$ cat src/rtl/tune_pkg.sv
package tune_pkg;
  typedef enum logic [2:0] {
    ST_IDLE,
    ST_PREQ,
    ST_TREQ,
    ST_KICK,
    ST_WAIT,
    ST_DONE
  } sweep_st_e;
endpackage

$ cat src/rtl/tune_sweep_ctrl.sv
module tune_sweep_ctrl
  import tune_pkg::*;
#(
  parameter int NPH    = 32,
  parameter int NSTEPS = 40
) (
  input  logic                   clk_i,
  input  logic                   rst_ni,
  input  logic                   start_i,
  input  logic                   phase_ack_i,
  input  logic                   tune_ack_i,
  input  logic                   tune_pass_i,
  input  logic                   fin_i,
  output logic                   phase_req_o,
  output logic [$clog2(NPH)-1:0] phase_o,
  output logic                   tune_req_o,
  output logic                   go_o,
  output logic                   done_o,
  output logic [NPH-1:0]         mask_o
);
  localparam int PW = $clog2(NPH);
  localparam int SW = $clog2(NSTEPS + 1);

  sweep_st_e       st_q;
  logic [SW-1:0]   step_q;
  logic [PW-1:0]   ph_q;
  logic [NPH-1:0]  mask_q;

  always_ff @(posedge clk_i or negedge rst_ni) begin
    if (!rst_ni) begin
      st_q   <= ST_IDLE;
      step_q <= '0;
      ph_q   <= '0;
      mask_q <= '0;
    end else begin
      case (st_q)
        ST_IDLE, ST_DONE: if (start_i) begin
          st_q   <= ST_PREQ;
          step_q <= '0;
          ph_q   <= '0;
          mask_q <= '0;
        end
        ST_PREQ: if (phase_ack_i) st_q <= ST_TREQ;
        ST_TREQ: if (tune_ack_i) begin
          mask_q[ph_q] <= tune_pass_i;
          if (step_q == SW'(NSTEPS - 1)) begin
            st_q <= ST_KICK;
          end else begin
            step_q <= step_q + 1'b1;
            ph_q   <= (ph_q == PW'(NPH - 1)) ? '0 : ph_q + 1'b1;
            st_q   <= ST_PREQ;
          end
        end
        ST_KICK: st_q <= ST_WAIT;
        ST_WAIT: if (fin_i) st_q <= ST_DONE;
        default: st_q <= ST_IDLE;
      endcase
    end
  end

  assign phase_req_o = (st_q == ST_PREQ);
  assign tune_req_o  = (st_q == ST_TREQ);
  assign go_o        = (st_q == ST_KICK);
  assign done_o      = (st_q == ST_DONE);
  assign phase_o     = ph_q;
  assign mask_o      = mask_q;

  a_r2_never_both: assert property (@(posedge clk_i) disable iff (!rst_ni)
    !(phase_req_o && tune_req_o));

  a_r2_req_hold: assert property (@(posedge clk_i) disable iff (!rst_ni)
    phase_req_o && !phase_ack_i |=> phase_req_o);

  a_r3_tune_after_ack: assert property (@(posedge clk_i) disable iff (!rst_ni)
    $rose(tune_req_o) |-> $past(phase_req_o && phase_ack_i));

  a_r4_phase_advance: assert property (@(posedge clk_i) disable iff (!rst_ni)
    $rose(phase_req_o) && $past(tune_req_o) |-> phase_o == PW'($past(phase_o) + 1'b1));

  a_r10_busy_ignore: assert property (@(posedge clk_i) disable iff (!rst_ni)
    tune_req_o && !tune_ack_i |=> tune_req_o);
endmodule

$ cat src/rtl/tune_win_search.sv
module tune_win_search #(
  parameter int NPH = 32
) (
  input  logic                   clk_i,
  input  logic                   rst_ni,
  input  logic                   go_i,
  input  logic [NPH-1:0]         mask_i,
  output logic                   fin_o,
  output logic                   err_o,
  output logic [$clog2(NPH)-1:0] best_o
);
  localparam int PW = $clog2(NPH);
  localparam int IW = PW + 1;
  localparam int LW = PW + 1;

  function automatic logic [PW-1:0] low_set(input logic [NPH-1:0] m);
    logic [PW-1:0] r;
    r = '0;
    for (int i = NPH - 1; i >= 0; i--) if (m[i]) r = PW'(i);
    return r;
  endfunction

  logic          act_q, in_run_q;
  logic [IW-1:0] idx_q;
  logic [PW-1:0] cur_start_q, bst_start_q;
  logic [LW-1:0] cur_len_q, bst_len_q;

  logic          bit_c, n_in_run, last_c;
  logic [PW-1:0] n_cur_start, n_bst_start;
  logic [LW-1:0] n_cur_len, n_bst_len, mid_c;

  always_comb begin
    bit_c       = mask_i[idx_q[PW-1:0]];
    n_in_run    = in_run_q;
    n_cur_start = cur_start_q;
    n_cur_len   = cur_len_q;
    n_bst_start = bst_start_q;
    n_bst_len   = bst_len_q;
    if (bit_c) begin
      if (in_run_q) begin
        n_cur_len = cur_len_q + 1'b1;
      end else begin
        n_in_run    = 1'b1;
        n_cur_start = idx_q[PW-1:0];
        n_cur_len   = LW'(1);
      end
    end else if (in_run_q) begin
      n_in_run = 1'b0;
      // strict compare keeps the earlier run on a tie
      if (cur_len_q > bst_len_q) begin
        n_bst_start = cur_start_q;
        n_bst_len   = cur_len_q;
      end
    end
    last_c = (idx_q >= IW'(NPH - 1)) && !n_in_run;
    mid_c  = LW'(n_bst_start) + (n_bst_len >> 1);
  end

  always_ff @(posedge clk_i or negedge rst_ni) begin
    if (!rst_ni) begin
      act_q       <= 1'b0;
      in_run_q    <= 1'b0;
      idx_q       <= '0;
      cur_start_q <= '0;
      cur_len_q   <= '0;
      bst_start_q <= '0;
      bst_len_q   <= '0;
      fin_o       <= 1'b0;
      err_o       <= 1'b0;
      best_o      <= '0;
    end else begin
      fin_o <= 1'b0;
      if (go_i) begin
        in_run_q    <= 1'b0;
        cur_start_q <= '0;
        cur_len_q   <= '0;
        bst_start_q <= '0;
        bst_len_q   <= '0;
        best_o      <= '0;
        err_o       <= 1'b0;
        if (mask_i == '0) begin
          act_q <= 1'b0;
          err_o <= 1'b1;
          fin_o <= 1'b1;
        end else if (&mask_i) begin
          act_q <= 1'b0;
          fin_o <= 1'b1;
        end else begin
          act_q <= 1'b1;
          idx_q <= IW'(low_set(mask_i));
        end
      end else if (act_q) begin
        in_run_q    <= n_in_run;
        cur_start_q <= n_cur_start;
        cur_len_q   <= n_cur_len;
        bst_start_q <= n_bst_start;
        bst_len_q   <= n_bst_len;
        idx_q       <= idx_q + 1'b1;
        if (last_c) begin
          act_q  <= 1'b0;
          fin_o  <= 1'b1;
          best_o <= mid_c[PW-1:0];
        end
      end
    end
  end

  a_r11_idx_bound: assert property (@(posedge clk_i) disable iff (!rst_ni)
    act_q |-> idx_q <= IW'(2 * NPH - 2));

  a_r8_run_bound: assert property (@(posedge clk_i) disable iff (!rst_ni)
    act_q |-> cur_len_q < LW'(NPH) && bst_len_q < LW'(NPH));

  a_r6_err_no_phase: assert property (@(posedge clk_i) disable iff (!rst_ni)
    fin_o && err_o |-> best_o == '0);

  a_r8_mask_stable: assert property (@(posedge clk_i) disable iff (!rst_ni)
    act_q && $past(act_q) |-> $stable(mask_i));
endmodule

$ cat src/rtl/tune_phase_sel.sv
module tune_phase_sel #(
  parameter int NPH    = 32,
  parameter int NSTEPS = 40
) (
  input  logic                   clk_i,
  input  logic                   rst_ni,
  input  logic                   start_i,
  output logic                   phase_req_o,
  output logic [$clog2(NPH)-1:0] phase_o,
  input  logic                   phase_ack_i,
  output logic                   tune_req_o,
  input  logic                   tune_ack_i,
  input  logic                   tune_pass_i,
  output logic                   done_o,
  output logic                   err_o,
  output logic [$clog2(NPH)-1:0] best_o
);
  logic           go, fin;
  logic [NPH-1:0] mask;

  tune_sweep_ctrl #(.NPH(NPH), .NSTEPS(NSTEPS)) u_ctrl (
    .clk_i       (clk_i),
    .rst_ni      (rst_ni),
    .start_i     (start_i),
    .phase_ack_i (phase_ack_i),
    .tune_ack_i  (tune_ack_i),
    .tune_pass_i (tune_pass_i),
    .fin_i       (fin),
    .phase_req_o (phase_req_o),
    .phase_o     (phase_o),
    .tune_req_o  (tune_req_o),
    .go_o        (go),
    .done_o      (done_o),
    .mask_o      (mask)
  );

  tune_win_search #(.NPH(NPH)) u_search (
    .clk_i  (clk_i),
    .rst_ni (rst_ni),
    .go_i   (go),
    .mask_i (mask),
    .fin_o  (fin),
    .err_o  (err_o),
    .best_o (best_o)
  );

  a_r10_done_hold: assert property (@(posedge clk_i) disable iff (!rst_ni)
    done_o && !start_i |=> done_o && $stable(best_o) && $stable(err_o));

  a_r10_idle_while_done: assert property (@(posedge clk_i) disable iff (!rst_ni)
    done_o |-> !phase_req_o && !tune_req_o);
endmodule

$ cat config.mk
export PLATFORM = sky130hd
export DESIGN_NAME = tune_phase_sel
export DESIGN_NICKNAME = d
export VERILOG_FILES = /design/src/rtl/tune_pkg.sv /design/src/rtl/tune_sweep_ctrl.sv /design/src/rtl/tune_win_search.sv /design/src/rtl/tune_phase_sel.sv
export SDC_FILE = /design/constraint.sdc
export NUM_CORES = 1
export LEC_CHECK = 0
export ABC_AREA = 1
export BUFFER_PORTS_ARGS = -buffer_cell sky130_fd_sc_hd__buf_2
export CORE_ASPECT_RATIO = 1.5
export CORE_UTILIZATION = 43
export CTS_CLUSTER_SIZE = 20
export DETAILED_ROUTE_END_ITERATION = 6
export SLEW_MARGIN = 40
export SYNTH_ARGS = -nofsm -noshare
export SYNTH_HDL_FRONTEND = slang
export SYNTH_SLANG_ARGS = --single-unit
$ cat constraint.sdc
create_clock -name clk_i -period 2.68 [get_ports clk_i]
set_clock_uncertainty 0.05 [all_clocks]
set_input_delay 0.804 -clock clk_i [delete_from_list [all_inputs] [get_ports clk_i]]
set_output_delay 0.804 -clock clk_i [all_outputs]
set_load 0.01 [all_outputs]
# After elaboration in Yosys (flattened, before gate mapping)
# Index checks and enable logic that the tools add are counted.
[classes]
addsub = 5
n_lt_le_gt_ge = 5
eq_ne = 16
n_mux = 94
reduce_logical = 21
[op_table]
columns = ["op", "n"]
rows = [
  ["5-bit 2-to-1 mux", 48],
  ["6-bit 2-to-1 mux", 16],
  ["32-bit 2-to-1 mux", 2],
  ["32-bit one-hot mux with 2 select lines", 1],
  ["32-bit bitwise mux", 1],
  ["32-bit logical NOT", 1],
  ["32-bit AND reduction", 1],
  ["6-bit by 1-bit adder with 6-bit output, second input constant", 3],
  ["1-bit 2-to-1 mux", 16],
  ["3-bit one-hot mux with 5 select lines", 1],
  ["5-bit by 6-bit < comparator with 1-bit output, second input constant", 2],
  ["3-bit 2-to-1 mux", 4],
  ["2-bit != test, second input constant", 6],
  ["6-bit one-hot mux with 2 select lines", 1],
  ["4-bit AND reduction", 3],
  ["2-bit nonzero test", 6],
  ["5-bit one-hot mux with 2 select lines", 1],
  ["3-bit AND reduction", 3],
  ["3-bit by 2-bit equality test with 1-bit output, second input constant", 2],
  ["3-bit equality test, second input constant", 2],
  ["6-bit equality test, second input constant", 1],
  ["6-bit by 5-bit greater-or-equal comparator with 1-bit output, second input constant", 1],
  ["6-bit > comparator", 1],
  ["2-bit by 1-bit != test with 1-bit output, second input constant", 3],
  ["13 further kinds", 15],
]
[word_totals]
register_bits = 83
in_bits = 6
output_inout_bits = 14

# Logic depth before layout (Yosys ltp)
[depth]
ltp_word = 35
depth_mapped = 33
ltp_nobuf = 33

# Modules after synthesis
# Synthesis repeated with hierarchy kept, for this count alone.
[unflattened]
cells_unflattened = 815
area_unflattened_um2 = 5665.4
[modules_own_cells]
columns = ["module", "instances", "cells_per_inst", "area_each_um2"]
rows = [
  ["tune_win_search", 1, 414, 2842.7],
  ["tune_sweep_ctrl", 1, 401, 2822.7],
]

# Worst setup path before layout
# No wires, ideal clock.
[synth_path]
path_type = "register to register"
from = "register u_search.idx_q[0]"
to = "register u_search.best_o[4]"
setup_ns = 0.137
arrival_time_ns = 2.751
slack_ns = -0.257
path_stages_with_launch = 20
n_path_buf = 3
synth_period_minus_slack_ns = 2.937
path_cell_list = "dfrtp_1 buf_2 o21ai_0 nand3_1 nand3_1 nand4_1 nand2_2 nand4_2 buf_2 buf_2 nand2_1 o21a_1 inv_1 ha_1 fa_1 nand2_1 nand2_1 a21oi_1 xor2_1 o31ai_1"
[synth_via]
elab_chain_cells = 7
elab_cells_between_ends = 14
[synth_lines]
columns = ["item", "line_no", "rtl"]
rows = [
  ["from (decl)", "tune_win_search.sv:24", "logic [IW-1:0] idx_q;"],
  ["from (signal assigned)", "tune_win_search.sv:90", "idx_q <= IW'(low_set(mask_i));"],
  ["from (signal assigned)", "tune_win_search.sv:98", "idx_q <= idx_q + 1'b1;"],
  ["1-bit binary-select mux with 5-bit select", "tune_win_search.sv:33", "bit_c = mask_i[idx_q[PW-1:0]];"],
  ["1-bit 2-to-1 mux (not written as such)", "tune_win_search.sv:33", ""],
  ["5-bit 2-to-1 mux, or another cell as far along", "tune_win_search.sv:39", "if (bit_c) begin"],
  ["5-bit adder or 1-bit logical NOT (tied branches)", "tune_win_search.sv:56, tune_win_search.sv:55", ""],
  ["5-bit 2-to-1 mux or 1-bit logical AND (tied branches)", "tune_win_search.sv:99, tune_win_search.sv:55", ""],
  ["5-bit 2-to-1 mux or 2-bit nonzero test (tied branches)", "-", ""],
  ["5-bit 2-to-1 mux or 2-bit AND reduction (tied branches)", "-", ""],
  ["to (signal assigned)", "tune_win_search.sv:102", "best_o <= mid_c[PW-1:0];"],
  ["to (decl)", "tune_win_search.sv:10", "output logic [$clog2(NPH)-1:0] best_o"],
]
# Parallel ways exist; a longest one is shown, timed or not. The select of a mux whose other input is x is not followed.
# A chain may end at the register's enable or synchronous reset.

# Worst setup path in the final report
# Same ends and word-level chain as after synthesis.

==> key figures <==
Outcome
  – Outcome: finished with violations
  – Failing checks: negative setup slack

Power and ir drop
  – Internal Pwr Total: 3.46 mW
  – NetSw: 2.56 mW
  – PnR Total Power: 6.03 mW
  – Power share of the combinational group: 52.0%
  – Static Leak: 3.07 nW
  – PwrDens: 944 nW/µm²
  – Worst vdd ir: 0.482 mV
  – Flop pwr share: 27.5%
  – Switching share of total power: 42.5%
  – Clk pwr share: 20.5%

GRT
  – Grt total ovfl: 0
  – First-pass GRT wire length: 24.3 mm
  – Initial antenna violation count: 0
  – Largest net degree at the start of global routing: 47
  – Number of global-route vias before repair: 5056
  – Global Route Usage Sum: 25.1%

Synthesis
  – Synthesized area: 5140 µm²
  – Cells after Synth: 703
  – Synth Register Bits: 83
  – Post-synth top area cell: dfrtp_1
  – Synth warn: 0
  – Ys flop type: dfrtp_1
  – Largest cells by area after synthesis: dfrtp_1 40%, nand2_1 9.1%, inv_1 8.7%, a21oi_1 6.0%, nor2_1 5.0%
  – Count leader, synth: nand2_1
  – Post-synthesis async set-or-reset flop share: 100%
  – Top cells by count, synth: 125 x nand2_1, 119 x inv_1, 83 x dfrtp_1, 69 x nor2_1, 62 x a21oi_1
  – Mapped Nets: 728
  – Synth unique cells: 46
  – Yosys top cell area share: 40.4%
  – Sequential share of the synthesized area: 40.4%
  – Syn_area_per_cell: 7.32 µm²
  – EDFF count, synth: 0

Drt
  – DRC: 0
  – Via count: 5004
  – DRT iter0 DRCs: 195
  – WL per Instance: 15.4 µm
  – First-pass iteration count of the detailed router: 5
  – Via density: 5.27
  – Post-Route WL: 14.6 mm
  – Post-route ant nets: 0

STA
  – Final WS setup: -197 ps
  – Worst-margin pin slew: 459 ps
  – Relative slew slack: 69.3%
  – Final setup fails: 4
  – TNS Setup: -420 ps
  – Final period util: 107%
  – Final hold slack: 230 ps
  – Max Clk Rate: 348 MHz
  – Fin. max-slew vios: 0
  – RSZ-0062 raised after global routing: yes
  – Post-layout min period: 2880 ps
  – Hold Vio Cnt, Final: 0

Min path
  – Worst min-delay path category: in -> async

Worst setup path
  – Setup CP Type: reg -> reg
  – Crit. End Element: flop
  – R2r worst-path depth: 17
  – Critical Path AT: 3080 ps
  – Reg2reg start: u_search.idx_q[0]
  – Crit path launch type: flop
  – Largest fanout on the critical path: 15
  – R2r setup slk: -200 ps
  – Worst r2r dst: u_search.best_o[4]
  – CP required: 2880 ps

Layout
  – Final nets: 821
  – # diodes: 0
  – Layout cells sized above 1: 19.8%
  – Final core occ: 55.1%
  – Fin area: 6380 µm²
  – Syn-to-layout area delta: 24.1%
  – Final cell count without fillers: 950

Floorplanning
  – I/O Pins: 20
  – Die W: 91.3 µm
  – Die footprint: 12400 µm²
  – Die H: 136 µm
  – Starting Density: 44.4%
  – Rows: 48
  – Core ar.: 11600 µm²

CTS
  – Hold Buf Count CTS: 0
  – Root Driver: clkbuf_16
  – CTS Buf Count: 9
  – CTS tree: yes
  – Sink Count: 83
  – CTS clk-pin slew, worst paths: 60 ps
  – Worst-skew pair later-pin latency: 340 ps
  – H-tree depth: 3
  – Clk buf depth: 2

Place
  – Routability cong.: 0.914
  – Dpl cell area: 5910 µm²
  – Buffers added on ports: 19
  – Post-Place Setup Slack: -265 ps
  – DPL Wire Length: 11.1 mm
  – Placed cells: 925

Job
  – # Max-Cap Violations: 0
## sequential cells by signal, indices dropped and copies added (netlist names)
name	cells
u_ctrl.mask_o	32
u_ctrl.step_q	6
u_search.bst_len_q	6
u_search.cur_len_q	6
u_search.idx_q	6
u_ctrl.phase_o	5
u_search.best_o	5
u_search.bst_start_q	5
u_search.cur_start_q	5
u_ctrl.st_q	3
u_search.act_q	1
u_search.err_o	1
u_search.fin_o	1
u_search.in_run_q	1
## placed cells by master (no fill, tap or decap), types with 2 or more instances in the layout
| cell | n |
|---|---|
| o21ai_0 | 30 |
| clkbuf_16 | 9 |
| a21oi_2 | 7 |
| o211ai_1 | 2 |
| o21ai_1 | 15 |
| inv_1 | 114 |
| nor2_1 | 67 |
| o31ai_1 | 5 |
| nor2_2 | 3 |
| a21oi_1 | 56 |
| ha_1 | 16 |
| a31oi_1 | 3 |
| nand3_1 | 32 |
| o21ai_2 | 2 |
| o22ai_1 | 41 |
| buf_6 | 7 |
| nand2_2 | 4 |
| o21a_1 | 9 |
| nand2_1 | 122 |
| clkinv_2 | 3 |
| dfrtp_1 | 82 |
| buf_2 | 19 |
| inv_2 | 9 |
| clkinv_4 | 2 |
| nand4_1 | 7 |
| a22oi_1 | 2 |
| nor3_1 | 15 |
| buf_4 | 78 |
| nor4_1 | 6 |
| xor2_1 | 5 |
| nor3b_1 | 3 |
## critical path, stage by stage (launching register included)
cell      delay, ps
dfrtp_2         430
clkinv_4        150
o21ai_1         160
nand3_1          80
nand3_1          90
nand4_1         140
nand2_2         140
nand4_4         170
buf_6           170
nand2_1          60
o21a_1          160
inv_2            60
fa_2            390
nand2_1          70
nand2_1          60
a21oi_2         120
xor2_1           70
o31ai_1         230
## cell type report
cell class / count / area (µm²)
Sequential cell: 83 / 2080
Inverter: 125 / 474
Fill cell: 1120 / 5210
Multi-Input combinational cell: 472 / 2570
Tap cell: 150 / 188
Clock buffer: 10 / 239
Clock inverter: 5 / 53.8
Timing Repair Buffer: 105 / 779
## repair_timing
item	CTS	global route
endpoints found under the setup margin	4	6
pin swaps	1	9
gates resized for setup	10	28
gates cloned	0	1
buffers inserted	1	8
## power groups by stage
| stage | sequential, mW | clock (mW) | combinational, mW |
|---|---|---|---|
| 6_report | 1.66 | 1.24 | 3.13 |
| 5_1_grt | 1.68 | 1.31 | 3.50 |
| 4_1_cts | 1.65 | 1.26 | 2.96 |
| 3_5_place_dp | 1.66 | 0 | 2.87 |
| 3_3_place_gp | 1.65 | 0 | 2.81 |
| 2_1_floorplan | 1.64 | 0 | 1.95 |
## worst max-delay path by stage
stage	startpoint	endpoint	slack [ps]	cells past startpoint
CTS	u_search.idx_q[0]	u_search.best_o[4]	-110	18
global placement	u_search.idx_q[0]	u_search.best_o[4]	-190	18
finish	u_search.idx_q[0]	u_search.best_o[4]	-200	17
global route	u_search.idx_q[0]	u_search.best_o[4]	-410	19
floorplan	u_search.idx_q[0]	u_search.best_o[4]	-170	19
detailed placement	u_search.idx_q[0]	u_search.best_o[4]	-270	18
## cells by family after synthesis
| logic type | after synthesis | share of synthesized area, % |
|---|---|---|
| compound gates | 177 | 19.6 |
| fa+ha+maj | 19 | 4.77 |
| mux | 1 | 0.219 |
| xor+xnor | 7 | 1.19 |
| simple gates | 268 | 22.6 |
| buf+inv | 148 | 11.2 |
| flops | 83 | 40.4 |
## per-layer routing
metal / GRT usage, % / share of wire [%] / vias to the layer above
met4: 14.2 / 5.3 / 0
met3: 3.52 / 2.0 / 40
met2: 46.6 / 53 / 93
li1: - / - / 2508
met1: 27.2 / 40 / 2363
met5: 0 / 0 / -
Note: power is estimated with default switching activity, not from simulation.
